<file path="config.mk">
export PLATFORM = sky130hd
export DESIGN_NAME = linsens_seq
export DESIGN_NICKNAME = d
export VERILOG_FILES = /design/src/rtl/lsps_pkg.sv /design/src/rtl/lsps_select_chain.sv /design/src/rtl/lsps_frame_timer.sv /design/src/rtl/lsps_index_enc.sv /design/src/rtl/linsens_seq.sv
export SDC_FILE = /design/constraint.sdc
export NUM_CORES = 1
export LEC_CHECK = 0
export BUFFER_PORTS_ARGS = -buffer_cell sky130_fd_sc_hd__buf_4
export CAP_MARGIN = 25
export CORE_UTILIZATION = 50
export DETAILED_ROUTE_END_ITERATION = 8
export PLACE_DENSITY_LB_ADDON = 0.08
export SETUP_SLACK_MARGIN = 0.02
export SYNTH_ARGS = -nofsm -noshare
export SYNTH_HDL_FRONTEND = slang
export SYNTH_SLANG_ARGS = --single-unit
</file>
<file path="constraint.sdc">
create_clock -name clk_i -period 2.5 [get_ports clk_i]
set_input_delay 0.375 -clock clk_i [delete_from_list [all_inputs] [get_ports clk_i]]
set_output_delay 0.375 -clock clk_i [all_outputs]
set_load 0.05 [all_outputs]
</file>
<file path="src/rtl/lsps_pkg.sv">
package lsps_pkg;
   typedef enum logic [1:0] {
      PH_IDLE  = 2'd0,
      PH_RESET = 2'd1,
      PH_INTEG = 2'd2
   } phase_e;

   localparam int unsigned ENC_MASK = 0;
   localparam int unsigned ENC_SCAN = 1;
endpackage

</file>
<file path="src/rtl/lsps_select_chain.sv">
module lsps_select_chain #(
   parameter int unsigned NUM_PIX = 128
) (
   input  logic               clk_i,
   input  logic               rst_i,
   input  logic               start_i,
   output logic [NUM_PIX-1:0] sel_o
);
   logic [NUM_PIX-1:0] stage_q;

   always_ff @(posedge clk_i) begin
      if (rst_i) stage_q[0] <= 1'b0;
      else       stage_q[0] <= start_i;
   end

   for (genvar i = 1; i < NUM_PIX; i++) begin : g_stage
      always_ff @(posedge clk_i) begin
         if (rst_i) stage_q[i] <= 1'b0;
         else       stage_q[i] <= stage_q[i-1];
      end


      token_moves_chk: assert property (@(posedge clk_i) disable iff (rst_i)
         stage_q[i-1] |=> stage_q[i]);
   end

   assign sel_o = stage_q;
endmodule

</file>
<file path="src/rtl/lsps_frame_timer.sv">
module lsps_frame_timer
   import lsps_pkg::*;
#(
   parameter int unsigned NUM_PIX  = 128,
   parameter int unsigned RST_CLKS = 18
) (
   input  logic clk_i,
   input  logic rst_i,
   input  logic si_i,
   output logic start_o,
   output logic busy_o,
   output logic hold_o,
   output logic int_rst_o,
   output logic err_o
);
   localparam int unsigned CNT_W = $clog2(NUM_PIX + 1);
   localparam logic [CNT_W-1:0] LAST_CNT = CNT_W'(NUM_PIX);
   localparam logic [CNT_W-1:0] RST_END  = CNT_W'(RST_CLKS);

   logic [CNT_W-1:0] cnt_q;
   phase_e           ph_q;
   logic             hold_q;
   logic             err_q;
   logic             busy;
   logic             start;

   assign busy  = (cnt_q != '0);
   assign start = si_i & ~busy;

   always_ff @(posedge clk_i) begin
      if (rst_i) begin
         cnt_q  <= '0;
         ph_q   <= PH_IDLE;
         hold_q <= 1'b0;
         err_q  <= 1'b0;
      end else begin
         hold_q <= start;
         if (si_i && busy) err_q <= 1'b1;
         if (start) begin
            cnt_q <= CNT_W'(1);
            ph_q  <= PH_RESET;
         end else if (busy) begin
            if (cnt_q == LAST_CNT) begin
               cnt_q <= '0;
               ph_q  <= PH_IDLE;
            end else begin
               cnt_q <= cnt_q + 1'b1;
               if (cnt_q == RST_END) ph_q <= PH_INTEG;
            end
         end
      end
   end

   assign start_o   = start;
   assign busy_o    = busy;
   assign hold_o    = hold_q;
   assign int_rst_o = (ph_q == PH_RESET);
   assign err_o     = err_q;


   err_sticky_chk: assert property (@(posedge clk_i) disable iff (rst_i)
      err_q |=> err_q);


   busy_start_flag_chk: assert property (@(posedge clk_i) disable iff (rst_i)
      (busy && si_i) |=> (err_q && cnt_q != CNT_W'(1)));


   rst_window_end_chk: assert property (@(posedge clk_i) disable iff (rst_i)
      ($fell(ph_q == PH_RESET) && !$past(rst_i)) |-> (cnt_q == RST_END + 1'b1));
endmodule

</file>
<file path="src/rtl/lsps_index_enc.sv">
module lsps_index_enc
   import lsps_pkg::*;
#(
   parameter int unsigned NUM_PIX   = 128,
   parameter int unsigned ENC_STYLE = ENC_MASK,
   localparam int unsigned IDX_W    = $clog2(NUM_PIX)
) (
   input  logic [NUM_PIX-1:0] sel_i,
   output logic [IDX_W-1:0]   idx_o,
   output logic               vld_o
);
   if (ENC_STYLE == ENC_MASK) begin : g_mask
      for (genvar b = 0; b < IDX_W; b++) begin : g_bit
         always_comb begin
            logic acc;
            acc = 1'b0;
            for (int i = 0; i < NUM_PIX; i++) begin
               if (((i >> b) & 1) == 1) acc = acc | sel_i[i];
            end
            idx_o[b] = acc;
         end
      end
   end else begin : g_scan
      always_comb begin
         idx_o = '0;
         for (int i = 0; i < NUM_PIX; i++) begin
            if (sel_i[i]) idx_o = IDX_W'(i);
         end
      end
   end

   assign vld_o = |sel_i;
endmodule

</file>
<file path="src/rtl/linsens_seq.sv">
module linsens_seq
   import lsps_pkg::*;
#(
   parameter int unsigned NUM_PIX   = 128,
   parameter int unsigned RST_CLKS  = 18,
   parameter int unsigned ENC_STYLE = ENC_MASK,
   localparam int unsigned IDX_W    = $clog2(NUM_PIX)
) (
   input  logic               clk_i,
   input  logic               rst_i,
   input  logic               si_i,
   output logic [NUM_PIX-1:0] pix_sel_o,
   output logic [IDX_W-1:0]   pix_idx_o,
   output logic               pix_vld_o,
   output logic               hold_o,
   output logic               int_rst_o,
   output logic               out_en_o,
   output logic               proto_err_o
);
   if (NUM_PIX < 2) begin : g_bad_pix
      $error("NUM_PIX must be at least 2");
   end
   if (RST_CLKS < 1 || RST_CLKS >= NUM_PIX) begin : g_bad_rst
      $error("RST_CLKS must lie in 1 .. NUM_PIX-1");
   end
   if (ENC_STYLE != ENC_MASK && ENC_STYLE != ENC_SCAN) begin : g_bad_enc
      $error("ENC_STYLE must be ENC_MASK or ENC_SCAN");
   end

   logic start;
   logic busy;

   lsps_frame_timer #(
      .NUM_PIX  (NUM_PIX),
      .RST_CLKS (RST_CLKS)
   ) u_timer (
      .clk_i     (clk_i),
      .rst_i     (rst_i),
      .si_i      (si_i),
      .start_o   (start),
      .busy_o    (busy),
      .hold_o    (hold_o),
      .int_rst_o (int_rst_o),
      .err_o     (proto_err_o)
   );

   lsps_select_chain #(
      .NUM_PIX (NUM_PIX)
   ) u_chain (
      .clk_i   (clk_i),
      .rst_i   (rst_i),
      .start_i (start),
      .sel_o   (pix_sel_o)
   );

   lsps_index_enc #(
      .NUM_PIX   (NUM_PIX),
      .ENC_STYLE (ENC_STYLE)
   ) u_enc (
      .sel_i (pix_sel_o),
      .idx_o (pix_idx_o),
      .vld_o (pix_vld_o)
   );

   assign out_en_o = busy;


   sel_onehot_chk: assert property (@(posedge clk_i) disable iff (rst_i)
      $onehot0(pix_sel_o));


   hold_first_pix_chk: assert property (@(posedge clk_i) disable iff (rst_i)
      hold_o |-> pix_sel_o[0]);


   out_en_match_chk: assert property (@(posedge clk_i) disable iff (rst_i)
      out_en_o == (|pix_sel_o));


   release_after_last_chk: assert property (@(posedge clk_i) disable iff (rst_i)
      pix_sel_o[NUM_PIX-1] |=> !out_en_o);


   idx_points_sel_chk: assert property (@(posedge clk_i) disable iff (rst_i)
      pix_vld_o |-> pix_sel_o[pix_idx_o]);
endmodule

</file>
==> flow_metrics.py <==
metrics = {
    "floorplanning": {
        "die-area_mm2": 0.009668,
        "start_util": 0.5243,
        "die_x_um": 98.33,
        "rows": 34,
        "die-height_um": 98.33,
        "ios": 143,
        "fp.coreArea_mm2": 0.008848,
    },
    "synthesis": {
        "synth_top_area_frac": 0.5998,
        "syn_nets": 461,
        "synth.top_cells.by_area": "dfxtp_1 60%, nor2b_1 17%, nor4_1 6.6%",
        "synth_area_per_cell_um2": 10.20,
        "ys_seq_area_frac": 0.5998,
        "synth_seq_cells": 139,
        "synthDistinctLibCells": 30,
        "synth_cells": 455,
        "synthesis.area_mm2": 0.004639,
        "yosys_warnings": 0,
        "synth_area_leader_cell": "dfxtp_1",
    },
    "setup_path": {
        "endpoint_kind": "primary output",
        "r2r-start": "u_timer.cnt_q[2]$_SDFFE_PP0P_",
        "cp_data_required_time_ps": 2120,
        "cpPeakStageDelay_ps": 460,
        "crit_slowest_cell": "nor4_1",
        "worstPathCellList": "nor4_1 > nand4_1 > nor4_2 > nand3_1 > buf_4",
        "cp_max_fo": 4,
        "path_class": "flip-flop to primary output",
        "critical_path_buf_inv_count": 1,
        "crit_family": "simple AND/OR/NAND/NOR gates",
        "arrival_ps": 2200,
        "critPathLaunchType": "flip-flop",
        "critPathLaunch": "u_chain.sel_o[94]$_SDFF_PP0_",
    },
    "global_routing": {
        "antenna_found_initial": 0,
        "grt_pass1_wl_um": 20340,
        "grt_overflow": 0,
        "grt_max_degree": 70,
        "grtUsageTotal": 0.2800,
        "grt_pass1_vias": 3645,
    },
    "clocking": {
        "clk_pin_slew_ps": 60,
        "clock-sinks": 139,
        "clock_latency_ps": 520,
        "cts_buffer_depth": 2,
        "clockRootBuffer": "clkbuf_8",
        "cts_made_buffers": 17,
        "htreeDepth": 4,
        "cts_tree": "done",
        "cts_hold_buf": 0,
    },
    "flow_run": {
        "max-cap-violations": 0,
    },
    "route": {
        "drtPass1Iterations": 9,
        "via_count": 4063,
        "viasPerCell": 5.612,
        "avgRoutedWirePerCell_um": 19.17,
        "drtIter0Drc": 255,
        "drc_errors": 9,
        "ant_nets": 0,
        "wl_um": 13880,
    },
    "timing": {
        "fin_crit_sh": 1.030,
        "fmax_ghz": 0.3884,
        "rsz0062_at_grt": "yes",
        "relSlewSlack": 0.5172,
        "min_period_ps": 2575,
        "fin_ws_ps": -74.84,
        "slew_viol_final": 0,
        "skew_ps": 5.443,
        "setup_viol": 2,
        "tns_ps": -76.61,
        "tightest_slew_ps": 724.2,
        "finalHoldViolCount": 0,
    },
    "cells_and_area": {
        "drive_above_1_share": 0.3782,
        "num-nets-final": 609,
        "fillers": 606,
        "syn_to_final_growth_pct": 45.09,
        "multiInputGateArea_mm2": 0.002058,
        "regArea_mm2": 0.002796,
        "antenna_cells": 0,
    },
    "power_and_ir_drop": {
        "power_density_mw_per_mm2": 707.2,
        "ir_drop_mv": 0.3993,
        "p_leak_uw": 0.003135,
        "total_power_uw": 4760,
    },
    "placement": {
        "portBuffers": 142,
        "hpwl_um": 9609,
        "gp_congestion": 0.9864,
    },
    "run_status": {
        "violations": "design-rule violations, negative setup slack",
        "status": "finished, violations left",
    },
    "hold_path": {
        "hp-start": "si_i",
        "hp-class": "input pin to flip-flop",
    },
}
## worst register-to-register path, delay by kind of cell (launching register included)
kind             cells  cell delay (ps)
AO/OA/AOI/OAI        1              140
flip-flops           1              350
AND/OR/NAND/NOR      3             1510
## layout by cell type (no fill, tap or decap), types with 3 or more instances in the layout
master	instances
nand3_1	12
nand4_1	13
nor4_2	14
buf_4	148
nor3_2	4
a21oi_1	3
nand2_1	13
ha_1	3
xor2_1	4
dfxtp_2	8
inv_6	5
nor2b_1	128
clkbuf_16	16
dfxtp_1	130
nor4_4	13
inv_8	3
nor3_1	9
clkinvlp_4	3
buf_6	4
nor2_1	26
nor4_1	22
clkinv_4	3
inv_1	3
## metrics by stage
| stage | setup slack, ps | area [um2] | utilization | hold slack (ps) | cells |
|---|---|---|---|---|---|
| 6_report | -74.84 | 6731 | 0.7607 | 168.7 | 724 |
| 5_1_grt | -156.1 | 6731 | 0.7607 | 167.4 | 724 |
| 4_1_cts | -2.943 | 6464 | 0.7305 | 159.7 | 720 |
| 3_5_place_dp | 258.6 | 5787 | 0.6540 | 460.2 | 688 |
| 3_3_place_gp | 305.6 | 5787 | 0.6540 | 438.0 | 688 |
| 2_1_floorplan | 21.78 | 4642 | - | 479.9 | 455 |
## cell type report
type / instances / share of cell area
multi-input cells: 289 / 0.3058
clock buffers: 18 / 0.06357
flip-flops and latches: 139 / 0.4154
clock inverters: 14 / 0.01877
inverters: 3 / 0.001673
repair buffers: 153 / 0.1747
well taps: 108 / 0.02007
## metal layers
metal  track usage  vias up  wire length, um
li1              -     1855                -
met2        0.4399      205             6480
met4       0.08726        0              370
met3       0.08876       30             1228
met5             0        -                0
met1        0.3688     1973             5801
## power breakdown
part,total [uW],internal [uW],switching [uW],leakage [uW]
registers,2240,2230,11.6,0.00113
logic,206,62.5,143,0.00174
clock network,2320,1280,1030,0.000265
total,4760,3570,1190,0.00314
## sequential cells by signal, summed over array words and instances (netlist names)
signal          count
u_chain.sel_o     127
u_timer.err_o       1
u_timer.ph_q        2
u_timer.hold_o      1
u_timer.cnt_q       8
## cells in the mapped netlist, drive strengths merged
master and instances:
dfxtp 139, nor2b 128, nor4 49, nor2 27, clkbuf 16, nand2 15, nand4 13, nor3 13
nand3 12, buf 8, or4 4, xor2 4, a21oi 3, and3 3, ha 3, inv 3
nand2b 2, nor3b 2, o21ai 2, xnor2 2, a2111oi 1, a211oi 1, nand4b 1, o22ai 1
or3 1, or3b 1, or4b 1
## what timing repair did
| action | 4_1_cts | 5_1_grt |
|---|---|---|
| resized for setup | 22 | 42 |
| endpoints found under the setup margin | 9 | 9 |
| pin swaps | 4 | 11 |
| buffers inserted | 0 | 4 |
## worst paths after layout
path,slack [ps],end,cells past startpoint
max reg2reg,430,u_timer.cnt_q[1]$_SDFFE_PP0P_,4
min,170,u_timer.cnt_q[1]$_SDFFE_PP0P_,3
max,-70,pix_idx_o[1],5
min reg2reg,470,u_timer.err_o$_SDFFE_PP0P_,2
## kinds of logic (layout without fill, tap and decap cells)
logic type,after synthesis,after routing,synth area share
AOI/OAI and AO/OA,8,8,0.01025
xor gates and xnor gates,6,6,0.01133
buffers and inverters,27,188,0.02859
and+or+nand+nor,272,272,0.3420
adders and majority gates,3,3,0.008091
DFF,139,139,0.5998
(Power assumes the default switching activity.)
